File: src/rtl/pe4_pkg.sv
package pe4_pkg;

  typedef logic signed [2:0] digit_t;

  // Multiplier digit from {b(2i+1), b(2i), b(2i-1)}
  function automatic digit_t booth_digit(input logic [2:0] b);
    digit_t d;
    case (b)
      3'b001, 3'b010: d = 3'sb001;
      3'b011:         d = 3'sb010;
      3'b100:         d = 3'sb110;
      3'b101, 3'b110: d = 3'sb111;
      default:        d = 3'sb000;
    endcase
    return d;
  endfunction

  // Quotient digit in [-1,2] from modulus bit 1 and the low residue s
  function automatic digit_t quot_digit(input logic m1, input logic [1:0] s);
    digit_t q;
    case ({m1, s})
      3'b001, 3'b111: q = 3'sb111;
      3'b010, 3'b110: q = 3'sb010;
      3'b011, 3'b101: q = 3'sb001;
      default:        q = 3'sb000;
    endcase
    return q;
  endfunction

  // Magnitude code of a signed digit: 0, 1 or 2
  function automatic logic [1:0] digit_mag(input digit_t d);
    logic [2:0] a;
    a = d[2] ? (~d + 3'd1) : d;
    return a[1:0];
  endfunction

endpackage

File: src/rtl/pe4_multiple.sv
module pe4_multiple
  import pe4_pkg::*;
#(
  parameter int W = 16
) (
  input  logic [W-1:0] word,
  input  logic         prev_msb,
  input  digit_t       d,
  output logic [W-1:0] mult
);
  logic [W-1:0] doubled;
  logic [W-1:0] mag;
  logic [1:0]   mcode;

  // the doubled word borrows the top bit of the word below
  assign doubled = {word[W-2:0], prev_msb};
  assign mcode   = digit_mag(d);

  always_comb begin
    case (mcode)
      2'd1:    mag = word;
      2'd2:    mag = doubled;
      default: mag = '0;
    endcase
    mult = d[2] ? ~mag : mag;
  end
endmodule

File: src/rtl/pe4_csa.sv
module pe4_csa #(
  parameter int W = 16
) (
  input  logic [W-1:0] x,
  input  logic [W-1:0] y,
  input  logic [W-1:0] z,
  input  logic         cin,
  output logic [W-1:0] carry_vec,
  output logic [W-1:0] sum_vec,
  output logic         cout
);
  logic [W-1:0] maj;

  for (genvar i = 0; i < W; i++) begin : g_bit
    assign sum_vec[i] = x[i] ^ y[i] ^ z[i];
    assign maj[i]     = (x[i] & y[i]) | (x[i] & z[i]) | (y[i] & z[i]);
  end

  assign carry_vec = {maj[W-2:0], cin};
  assign cout      = maj[W-1];
endmodule

File: src/rtl/pe4_quot_sel.sv
module pe4_quot_sel
  import pe4_pkg::*;
(
  input  logic [1:0] c_low,
  input  logic [1:0] s_low,
  input  logic       loop_in,
  input  logic       m_bit1,
  output logic [1:0] resid,
  output digit_t     q
);
  assign resid = c_low + s_low + {1'b0, loop_in};
  assign q     = quot_digit(m_bit1, resid);
endmodule

File: src/rtl/pe4_word_slice.sv
module pe4_word_slice
  import pe4_pkg::*;
#(
  parameter int W = 16
) (
  input  logic         clk,
  input  logic         rst_n,
  input  logic         in_valid,
  input  logic         in_first,
  input  logic         in_last,
  input  logic [W-1:0] in_a,
  input  logic [W-1:0] in_m,
  input  logic [W-1:0] in_tc,
  input  logic [W-1:0] in_ts,
  input  logic [2:0]   in_bdig,
  input  logic         in_loop,
  output logic         out_valid,
  output logic         out_last,
  output logic [W-1:0] out_tc,
  output logic [W-1:0] out_ts,
  output logic [2:0]   out_beta,
  output logic [2:0]   out_q,
  output logic         out_loop
);
  localparam int SHIFT = 2;
  localparam int KEEP  = W - SHIFT;

  // Held per step
  digit_t beta_q, q_q;
  logic   a_msb_q, m_msb_q, c1_q, c2_q;
  logic   tail_pend;
  logic [W-1:SHIFT] prev_c, prev_s;

  // Named internal events
  digit_t       beta_now, q_sel, q_now;
  logic         beta_neg, a_prev, m_prev, cin1, cin2, cout1, cout2;
  logic [W-1:0] ba_word, qm_raw, qm_word;
  logic [W-1:0] carry1, sum1, carry2, sum2;
  logic [1:0]   s_low;
  logic         loop_gen;
  logic         word_emit, tail_emit, first_acc;

  assign beta_now = in_first ? booth_digit(in_bdig) : beta_q;
  assign beta_neg = beta_now[2];
  assign a_prev   = in_first ? 1'b0 : a_msb_q;
  assign m_prev   = in_first ? 1'b0 : m_msb_q;

  pe4_multiple #(.W(W)) u_amul (
    .word(in_a), .prev_msb(a_prev), .d(beta_now), .mult(ba_word)
  );

  // Stage 1: running result plus the multiplicand multiple; the +1 of a
  // negated multiple enters on the free carry slot of word 0
  assign cin1 = in_first ? beta_neg : c1_q;

  pe4_csa #(.W(W)) u_csa1 (
    .x(in_tc), .y(in_ts), .z(ba_word), .cin(cin1),
    .carry_vec(carry1), .sum_vec(sum1), .cout(cout1)
  );

  pe4_quot_sel u_qsel (
    .c_low(carry1[1:0]), .s_low(sum1[1:0]), .loop_in(in_loop),
    .m_bit1(in_m[1]), .resid(s_low), .q(q_sel)
  );

  assign q_now = in_first ? q_sel : q_q;

  pe4_multiple #(.W(W)) u_mmul (
    .word(in_m), .prev_msb(m_prev), .d(q_now), .mult(qm_raw)
  );

  // -M on word 0: the inverted odd modulus has bit 0 clear, so the +1 sets it
  assign qm_word = (in_first && q_now == 3'sb111) ? {qm_raw[W-1:1], 1'b1} : qm_raw;

  // Stage 2: add the modulus multiple; loop carry enters on word 0
  assign cin2 = in_first ? in_loop : c2_q;

  pe4_csa #(.W(W)) u_csa2 (
    .x(carry1), .y(sum1), .z(qm_word), .cin(cin2),
    .carry_vec(carry2), .sum_vec(sum2), .cout(cout2)
  );

  assign loop_gen  = carry2[1] | sum2[1];
  assign first_acc = in_valid && in_first;
  assign word_emit = in_valid && !in_first;
  assign tail_emit = tail_pend;

  always_ff @(posedge clk) begin
    if (!rst_n) begin
      beta_q    <= '0;
      q_q       <= '0;
      a_msb_q   <= 1'b0;
      m_msb_q   <= 1'b0;
      c1_q      <= 1'b0;
      c2_q      <= 1'b0;
      tail_pend <= 1'b0;
      prev_c    <= '0;
      prev_s    <= '0;
      out_valid <= 1'b0;
      out_last  <= 1'b0;
      out_tc    <= '0;
      out_ts    <= '0;
      out_beta  <= '0;
      out_q     <= '0;
      out_loop  <= 1'b0;
    end else begin
      out_valid <= 1'b0;
      out_last  <= 1'b0;
      if (tail_emit) begin
        out_valid <= 1'b1;
        out_last  <= 1'b1;
        out_tc    <= {{SHIFT{prev_c[W-1]}}, prev_c};
        out_ts    <= {{SHIFT{prev_s[W-1]}}, prev_s};
      end else if (word_emit) begin
        out_valid <= 1'b1;
        out_tc    <= {carry2[SHIFT-1:0], prev_c};
        out_ts    <= {sum2[SHIFT-1:0], prev_s};
      end
      tail_pend <= in_valid && in_last;
      if (in_valid) begin
        beta_q  <= beta_now;
        q_q     <= q_now;
        a_msb_q <= in_a[W-1];
        m_msb_q <= in_m[W-1];
        c1_q    <= cout1;
        c2_q    <= cout2;
        prev_c  <= carry2[W-1:SHIFT];
        prev_s  <= sum2[W-1:SHIFT];
      end
      if (first_acc) begin
        out_beta <= beta_now;
        out_q    <= q_sel;
        out_loop <= loop_gen;
      end
    end
  end

  // Checking-only views
  logic [1:0] q_prod, q_resid;
  logic [2:0] low_total;
  assign q_prod    = q_sel[1:0] * in_m[1:0];
  assign q_resid   = s_low + q_prod;
  assign low_total = {1'b0, carry2[1:0]} + {1'b0, sum2[1:0]};


  beta_sign_chk: assert property (@(posedge clk) disable iff (!rst_n)
    first_acc && beta_neg |-> in_bdig[2]);


  quot_cancel_chk: assert property (@(posedge clk) disable iff (!rst_n)
    first_acc |-> q_resid == 2'b00);


  quot_range_chk: assert property (@(posedge clk) disable iff (!rst_n)
    first_acc |-> !(q_sel inside {3'sb011, 3'sb100, 3'sb101, 3'sb110}));


  loop_carry_chk: assert property (@(posedge clk) disable iff (!rst_n)
    first_acc |-> (low_total == 3'd0 || low_total == 3'd4) && loop_gen == low_total[2]);


  word_follow_chk: assert property (@(posedge clk) disable iff (!rst_n)
    word_emit && !tail_pend |=> out_valid && !out_last);


  tail_follow_chk: assert property (@(posedge clk) disable iff (!rst_n)
    in_valid && in_last |-> ##2 (out_valid && out_last));


  tail_sext_chk: assert property (@(posedge clk) disable iff (!rst_n)
    out_valid && out_last |-> out_tc[W-1] == out_tc[W-3] && out_tc[W-2] == out_tc[W-3]
                           && out_ts[W-1] == out_ts[W-3] && out_ts[W-2] == out_ts[W-3]);


  idle_hold_chk: assert property (@(posedge clk) disable iff (!rst_n)
    !in_valid |=> $stable(beta_q) && $stable(q_q) && $stable(prev_c) && $stable(prev_s));

  initial begin
    assert (KEEP >= 2) else $error("word width too small");
  end
endmodule

File: config.mk
export PLATFORM = sky130hd
export DESIGN_NAME = pe4_word_slice
export DESIGN_NICKNAME = d
export VERILOG_FILES = /design/src/rtl/pe4_pkg.sv /design/src/rtl/pe4_multiple.sv /design/src/rtl/pe4_csa.sv /design/src/rtl/pe4_quot_sel.sv /design/src/rtl/pe4_word_slice.sv
export SDC_FILE = /design/constraint.sdc
export NUM_CORES = 1
export LEC_CHECK = 0
export BUFFER_PORTS_ARGS = -buffer_cell sky130_fd_sc_hd__buf_4
export CORE_MARGIN = 2
export CORE_UTILIZATION = 25
export CTS_CLUSTER_DIAMETER = 200
export CTS_CLUSTER_SIZE = 12
export DETAILED_ROUTE_END_ITERATION = 10
export PLACE_DENSITY = 0.49
export SYNTH_ARGS = -nofsm -noshare
export SYNTH_HDL_FRONTEND = slang
export SYNTH_SLANG_ARGS = --single-unit
File: constraint.sdc
create_clock -name clk -period 12.9 [get_ports clk]
set_input_delay 1.935 -clock clk [delete_from_list [all_inputs] [get_ports clk]]
set_output_delay 1.935 -clock clk [all_outputs]
set_load 0.01 [all_outputs]
==> flow_summary.ini, run 1 <==
[status]
result_of_the_run = finished, final reports clean

[worst_setup_path]
critPathTopFamily = adder cells
reg2reg_depth = 23
critical-path-slowest-cell = sky130_fd_sc_hd__mux2i_4
critical_path_cell_count = 27
crit_path_start = in_bdig[0]
timing.critical_path.from_type = input pin
crit_path_max_incr_delay_ps = 600
worst_ep_arrival_time_ps = 8870
critical_path.n_buffers_inverters = 2
worstSetupPathType = input pin to flop
path_max_fanout = 17
worstReg2RegStart = beta_q[2]
cp_endpoint = out_loop
crit_top_cell = sky130_fd_sc_hd__ha_1
worst-r2r-setup-slack_ps = 6220
cp_data_required_time_ps = 13140
critical_path.reg2reg.endpoint = out_loop
crit_path_end_kind = flop

[global_routing]
grt_usage_pct = 14.16
first_pass_grt_wire_length_microns = 21380
number_of_antenna_violations_at_the_first_check_in_global_routing = 0
grt_max_degree = 79
grt_pass1_vias = 3874
gr_ovfl_total = 0

[power_and_ir_drop]
cellLeakagePower_nw = 2.487
power.density_cell_area_mw_per_mm2 = 161.3
post-layout-total-power_w = 0.0009743
worst_vdd_ir_mv = 0.07666

[route]
via_per_inst = 4.504
ant_nets = 0
drt_iter0_drc = 155
route.vias.total = 3671
totalWireLength_microns = 13460
dr.pass1.iters = 4
drcViolationCount = 0
drt-wirelength-per-cell_microns = 16.52

[floorplan]
dieHeight_microns = 141.3
io_pins = 114
chipWidth_microns = 141.3
fp.coreArea_sq_mm = 0.01858
die_area_sq_mm = 0.01995
rows = 50
floorplan.initialDensity_pct = 25.35

[cts]
holdBufCountCts = 0
clk_pin_slew_ps = 60
post_cts_repair_timing_setup_buffer_count = 0
cts.root.buffer_cell = sky130_fd_sc_hd__clkbuf_16
worstSkewPairLatency_ps = 350
number_of_h_tree_branching_levels = 3
cts_buffers = 9
clockBufferDepth = 2
cts.sinks = 80
cts_resized = 0
cts_tree = yes

[final_layout]
fillers = 1918
seq_area_sq_mm = 0.001602
multi_input_comb_area_sq_mm = 0.002918
ratio_of_cells_with_drive_above_1_in_the_final_layout_pct = 23.41
layout.cell_area.non_filler_sq_mm = 0.006041
flow.area_growth_from_synthesis_pct = 28.27
fin_cells = 815
design.final.nets = 692
antennaDiodeCount = 0

[timing]
transition_at_the_pin_with_the_smallest_max_transition_slack_ps = 1090
clock_skew_ps = 7.108
min_period_ps = 8636
maxClockFrequency_mhz = 115.8
grt_setup_unrepaired = false
timing.final.max_slew_violations = 0
min_period_over_period_pct = 66.94
final-setup-viol-count = 0
setup_tns_ps = 0
slew_headroom_pct = 27.24
final-hold-violation-count = 0

[job]
max_cap_viol_count = 0

[synthesis]
yosysWarningCount = 0
post_synth.cell_area_avg_sq_um = 9.670
post_synth_inst_count = 487
syn_nets = 603
ys_seq_area_share_pct = 34.01
synth_area_sq_mm = 0.004710
synth_seq_cells = 80
post_synth_num_cell_types = 38

[placement]
globalplace.congestion = 0.8591
placed_cells = 799
io_buffer_count = 113
detailed_place.area_sq_mm = 0.005690
hpwl_after_detailed_placement_microns = 10550

[min_path]
min_path_type = flop to flop
## cells by family (layout without fill, tap and decap cells)
kind of cell	Yosys count	count (layout)	synth area share, %
adders and majority gates	43	43	16.68
DFF	80	80	34.01
xor gates and xnor gates	36	36	6.855
and+or+nand+nor	154	154	15.25
buffers and inverters	43	137	4.038
AOI/OAI and AO/OA	87	87	13.23
muxes	44	44	9.936
## worst min path at each step
stage                from         end  slack [ps]  depth (start not counted)
6_report        out_ts[9]   out_ts[9]         460                          2
5_1_grt         out_ts[7]   out_ts[7]         480                          2
4_1_cts         out_ts[9]   out_ts[9]         470                          2
3_5_place_dp    out_ts[9]   out_ts[9]         460                          2
3_3_place_gp    out_ts[1]   out_ts[1]         460                          2
2_1_floorplan  prev_c[12]  out_tc[10]         440                          2
## state kept, by name, summed over array words and instances (netlist names), 3 cells and up
name / flops
out_ts: 16
prev_s: 14
prev_c: 14
out_tc: 16
beta_q: 3
q_q: 3
out_beta: 3
out_q: 3
## routing by layer
layer	global-route usage, %	routed length [microns]
met2	21.49	5948
met4	7.895	527
met1	18.97	6302
met5	0	0
met3	2.700	685
## cell usage after synthesis
| cell type | count | area [sq um] |
|---|---|---|
| sky130_fd_sc_hd__nand3b_1 | 1 | 7.510 |
| sky130_fd_sc_hd__xnor2_1 | 33 | 289.0 |
| sky130_fd_sc_hd__mux2_2 | 2 | 22.52 |
| sky130_fd_sc_hd__nand3_1 | 1 | 5.000 |
| sky130_fd_sc_hd__nand2b_1 | 2 | 12.51 |
| sky130_fd_sc_hd__buf_2 | 11 | 55.05 |
| sky130_fd_sc_hd__o311a_1 | 1 | 10.01 |
| sky130_fd_sc_hd__nor2_2 | 1 | 6.260 |
| sky130_fd_sc_hd__or3_1 | 1 | 6.260 |
| sky130_fd_sc_hd__o22a_1 | 1 | 8.760 |
| sky130_fd_sc_hd__a32oi_1 | 1 | 8.760 |
| sky130_fd_sc_hd__mux2i_1 | 40 | 400.4 |
| sky130_fd_sc_hd__clkbuf_1 | 22 | 82.58 |
| sky130_fd_sc_hd__inv_1 | 8 | 30.03 |
| sky130_fd_sc_hd__nor2_1 | 35 | 131.4 |
| sky130_fd_sc_hd__ha_1 | 10 | 125.1 |
| sky130_fd_sc_hd__xor2_1 | 2 | 17.52 |
| sky130_fd_sc_hd__nand2_1 | 64 | 240.2 |
| sky130_fd_sc_hd__a21boi_0 | 32 | 240.2 |
| sky130_fd_sc_hd__o211a_1 | 1 | 10.01 |
| sky130_fd_sc_hd__nand4b_1 | 1 | 8.760 |
| sky130_fd_sc_hd__nor2b_1 | 37 | 231.5 |
| sky130_fd_sc_hd__mux2i_4 | 2 | 45.04 |
| sky130_fd_sc_hd__o21ai_0 | 3 | 15.01 |
| sky130_fd_sc_hd__dfxtp_1 | 80 | 1602 |
| sky130_fd_sc_hd__and3_1 | 4 | 25.02 |
| sky130_fd_sc_hd__or2_2 | 1 | 6.260 |
| sky130_fd_sc_hd__xor2_2 | 1 | 16.27 |
| sky130_fd_sc_hd__fa_1 | 33 | 660.6 |
| sky130_fd_sc_hd__o22ai_1 | 1 | 6.260 |
| sky130_fd_sc_hd__buf_8 | 1 | 15.01 |
| sky130_fd_sc_hd__a22oi_1 | 30 | 225.2 |
| sky130_fd_sc_hd__a21oi_1 | 12 | 60.06 |
| sky130_fd_sc_hd__o31a_1 | 1 | 8.760 |
| sky130_fd_sc_hd__o21a_1 | 4 | 30.03 |
| sky130_fd_sc_hd__or2_1 | 1 | 6.260 |
| sky130_fd_sc_hd__buf_4 | 1 | 7.510 |
| sky130_fd_sc_hd__and2_1 | 5 | 31.28 |
## final cells by class
| type | count | share of cell area [%] |
|---|---|---|
| inverters | 8 | 0.4971 |
| clock inverters | 7 | 2.071 |
| clock buffers | 9 | 3.728 |
| well taps | 234 | 4.847 |
| multi-input cells | 364 | 48.30 |
| flip-flops and latches | 80 | 26.51 |
| repair buffers | 113 | 14.04 |
## worst register-to-register path, delay by kind of cell (launching register included)
family          cells  cell delay, ps
fa+ha+maj           6            2650
simple gates        5             620
compound gates      6            1350
flops               1             330
xor+xnor            4             800
mux                 2             800
## cell usage in the layout, fill, tap and decap left out, types with 2 or more instances in the layout
master,n
sky130_fd_sc_hd__buf_4,113
sky130_fd_sc_hd__dfxtp_1,80
sky130_fd_sc_hd__nand2_1,64
sky130_fd_sc_hd__mux2i_1,40
sky130_fd_sc_hd__nor2b_1,37
sky130_fd_sc_hd__nor2_1,35
sky130_fd_sc_hd__xnor2_1,33
sky130_fd_sc_hd__fa_1,33
sky130_fd_sc_hd__a21boi_0,32
sky130_fd_sc_hd__a22oi_1,30
sky130_fd_sc_hd__a21oi_1,12
sky130_fd_sc_hd__ha_1,10
sky130_fd_sc_hd__clkbuf_16,9
sky130_fd_sc_hd__inv_1,8
sky130_fd_sc_hd__and2_1,5
sky130_fd_sc_hd__o21a_1,4
sky130_fd_sc_hd__and3_1,4
sky130_fd_sc_hd__o21ai_0,3
sky130_fd_sc_hd__bufinv_16,3
sky130_fd_sc_hd__nand2b_1,2
sky130_fd_sc_hd__mux2i_4,2
sky130_fd_sc_hd__mux2_2,2
sky130_fd_sc_hd__xor2_1,2
sky130_fd_sc_hd__clkinv_4,2
sky130_fd_sc_hd__inv_6,2
## metrics by stage
step	setup slack [ps]	hold slack [ps]	utilization (%)
floorplan	4903	442.8	-
global placement	4355	456.6	30.63
detailed placement	3995	456.8	30.63
CTS	4351	466.1	32.51
global route	3691	483.8	32.51
finish	4264	460.1	32.51
## power by group
part	internal [W]	leakage [nW]	switching, W
clock network	0.000191	0.171	0.000112
registers	0.000287	0.653	0.0000220
logic	0.000167	1.66	0.000195
(Power assumes the default switching activity.)
==> run 2, diff against run 1 <==
==> constraint.sdc (replaced) <==
create_clock -name clk -period 8.4 [get_ports clk]
set_input_delay 1.26 -clock clk [delete_from_list [all_inputs] [get_ports clk]]
set_output_delay 1.26 -clock clk [all_outputs]
set_load 0.01 [all_outputs]
==> run 2 against run 1 <==
  * Power grew 46%
  * Count of clock-buffer cells in the layout grew 1
  * Critical path depth is the same
  * Via count shrank 0.41%
  * Largest cell class unchanged
  * Routed wire length grew 1.2%
  * First-iteration DRC count grew 5.2%
==> flow_summary.ini, run 2 (synthesized netlist as in run 1, its figures left out) <==
[floorplan]
fp.coreArea_sq_mm = 0.01858
rows = 50
io_pins = 114
chipWidth_microns = 141.3
dieHeight_microns = 141.3
floorplan.initialDensity_pct = 25.35
die_area_sq_mm = 0.01995

[cts]
worstSkewPairLatency_ps = 340
cts_tree = yes
clockBufferDepth = 2
number_of_h_tree_branching_levels = 3
cts_resized = 0
post_cts_repair_timing_setup_buffer_count = 0
cts.root.buffer_cell = sky130_fd_sc_hd__clkbuf_16
cts.sinks = 80
clk_pin_slew_ps = 60
holdBufCountCts = 0
cts_buffers = 9

[route]
route.vias.total = 3656
drcViolationCount = 0
via_per_inst = 4.475
dr.pass1.iters = 4
ant_nets = 0
totalWireLength_microns = 13630
drt_iter0_drc = 163
drt-wirelength-per-cell_microns = 16.69

[timing]
final-hold-violation-count = 0
clock_skew_ps = 5.934
grt_setup_unrepaired = false
timing.final.max_slew_violations = 0
min_period_over_period_pct = 87.84
maxClockFrequency_mhz = 135.5
slew_headroom_pct = 28.43
transition_at_the_pin_with_the_smallest_max_transition_slack_ps = 1074
final-setup-viol-count = 0
setup_tns_ps = 0
min_period_ps = 7378

[global_routing]
grt_pass1_vias = 3827
grt_usage_pct = 14.19
gr_ovfl_total = 0
number_of_antenna_violations_at_the_first_check_in_global_routing = 0
first_pass_grt_wire_length_microns = 21370
grt_max_degree = 79

[final_layout]
fillers = 1979
design.final.nets = 694
flow.area_growth_from_synthesis_pct = 27.42
mostFrequentLayoutCells = 115 x sky130_fd_sc_hd__buf_4, 80 x sky130_fd_sc_hd__dfxtp_1, 64 x sky130_fd_sc_hd__nand2_1, 40 x sky130_fd_sc_hd__mux2i_1, 37 x sky130_fd_sc_hd__nor2b_1
ratio_of_cells_with_drive_above_1_in_the_final_layout_pct = 23.50
top_regs = out_tc x16, out_ts x16
mostFrequentLayoutCell = sky130_fd_sc_hd__buf_4
fin_cells = 817
antennaDiodeCount = 0

[worst_setup_path]
cp_data_required_time_ps = 8630
cp_endpoint = out_loop
critical_path.reg2reg.endpoint = out_loop
worst-r2r-setup-slack_ps = 2240
path_max_fanout = 16
reg2reg_depth = 23
worst_ep_arrival_time_ps = 7610
crit_path_start = in_bdig[0]
worstSetupPathType = input pin to flop
worstReg2RegStart = beta_q[0]
timing.critical_path.from_type = input pin
crit_path_end_kind = flop

[min_path]
min_path_type = flop to flop

[placement]
placed_cells = 801
hpwl_after_detailed_placement_microns = 10550
io_buffer_count = 113
globalplace.congestion = 0.8547

[power_and_ir_drop]
cellLeakagePower_nw = 2.473
worst_vdd_ir_mv = 0.1106
power.density_cell_area_mw_per_mm2 = 237.5

[job]
max_cap_viol_count = 0

[status]
result_of_the_run = finished, final reports clean
## run 2: critical path, stage by stage
cell and delay [ps]:
sky130_fd_sc_hd__buf_4 90, sky130_fd_sc_hd__inv_1 50, sky130_fd_sc_hd__ha_1 190, sky130_fd_sc_hd__o31a_1 370, sky130_fd_sc_hd__a21oi_1 180, sky130_fd_sc_hd__a21oi_1 130, sky130_fd_sc_hd__xor2_1 160, sky130_fd_sc_hd__ha_1 500
sky130_fd_sc_hd__a32oi_1 170, sky130_fd_sc_hd__nor2_1 140, sky130_fd_sc_hd__xnor2_1 180, sky130_fd_sc_hd__fa_1 510, sky130_fd_sc_hd__fa_1 580, sky130_fd_sc_hd__nand2b_1 120, sky130_fd_sc_hd__xnor2_1 200, sky130_fd_sc_hd__nand2_1 110
sky130_fd_sc_hd__o21ai_0 120, sky130_fd_sc_hd__ha_1 280, sky130_fd_sc_hd__mux2i_1 190, sky130_fd_sc_hd__o22a_1 160, sky130_fd_sc_hd__ha_1 480, sky130_fd_sc_hd__nand2_1 100, sky130_fd_sc_hd__a21oi_1 240, sky130_fd_sc_hd__xor2_1 100
sky130_fd_sc_hd__o211a_1 230, sky130_fd_sc_hd__fa_1 400, sky130_fd_sc_hd__o311a_1 330
## run 2: metrics by stage
step	hold WS, ps	util, %	total power (W)	instance area, sq um	setup WS (ps)
2_1_floorplan	442.8	-	0.0008665	4710	1078
3_3_place_gp	455.4	30.71	0.001036	5705	904.2
3_5_place_dp	460.9	30.71	0.001045	5705	694.0
4_1_cts	471.0	32.30	0.001450	6001	1058
5_1_grt	491.9	32.30	0.001534	6001	518.9
6_report	464.8	32.30	0.001425	6001	1022
## run 2: report_power, final
part           total (W)  switching [W]  internal [W]
combinational   0.000550       0.000294      0.000255
clock           0.000398       0.000166      0.000232
sequential      0.000477      0.0000364      0.000441
total            0.00143       0.000497      0.000928
## run 2: worst min-delay path by stage
stage,slack (ps),startpoint,endpoint,depth (start not counted)
after floorplan,440,prev_c[12],out_tc[10],2
after global placement,460,out_ts[1],out_ts[1],2
after detailed placement,460,prev_s[4],out_ts[2],2
after CTS,470,out_ts[1],out_ts[1],2
after global routing,490,prev_s[4],out_ts[2],2
final,460,out_ts[2],out_ts[2],2
## run 2: final cells by class
| cell class | count | area [sq um] | area share (%) |
|---|---|---|---|
| Timing Repair Buffer | 115 | 863.3 | 14.39 |
| Multi-Input combinational cell | 364 | 2918 | 48.62 |
| Inverter | 8 | 30.03 | 0.5004 |
| Clock buffer | 10 | 229.0 | 3.816 |
| Clock inverter | 6 | 66.31 | 1.105 |
| Sequential cell | 80 | 1602 | 26.69 |
| Tap cell | 234 | 292.8 | 4.879 |
## run 2: routing by layer
metal	share of wire, %	global-route usage, %	routed length, microns
met5	0	0	0
met4	2.1	5.158	285
met3	5.0	3.375	678
met2	45	21.67	6141
met1	48	19.58	6526
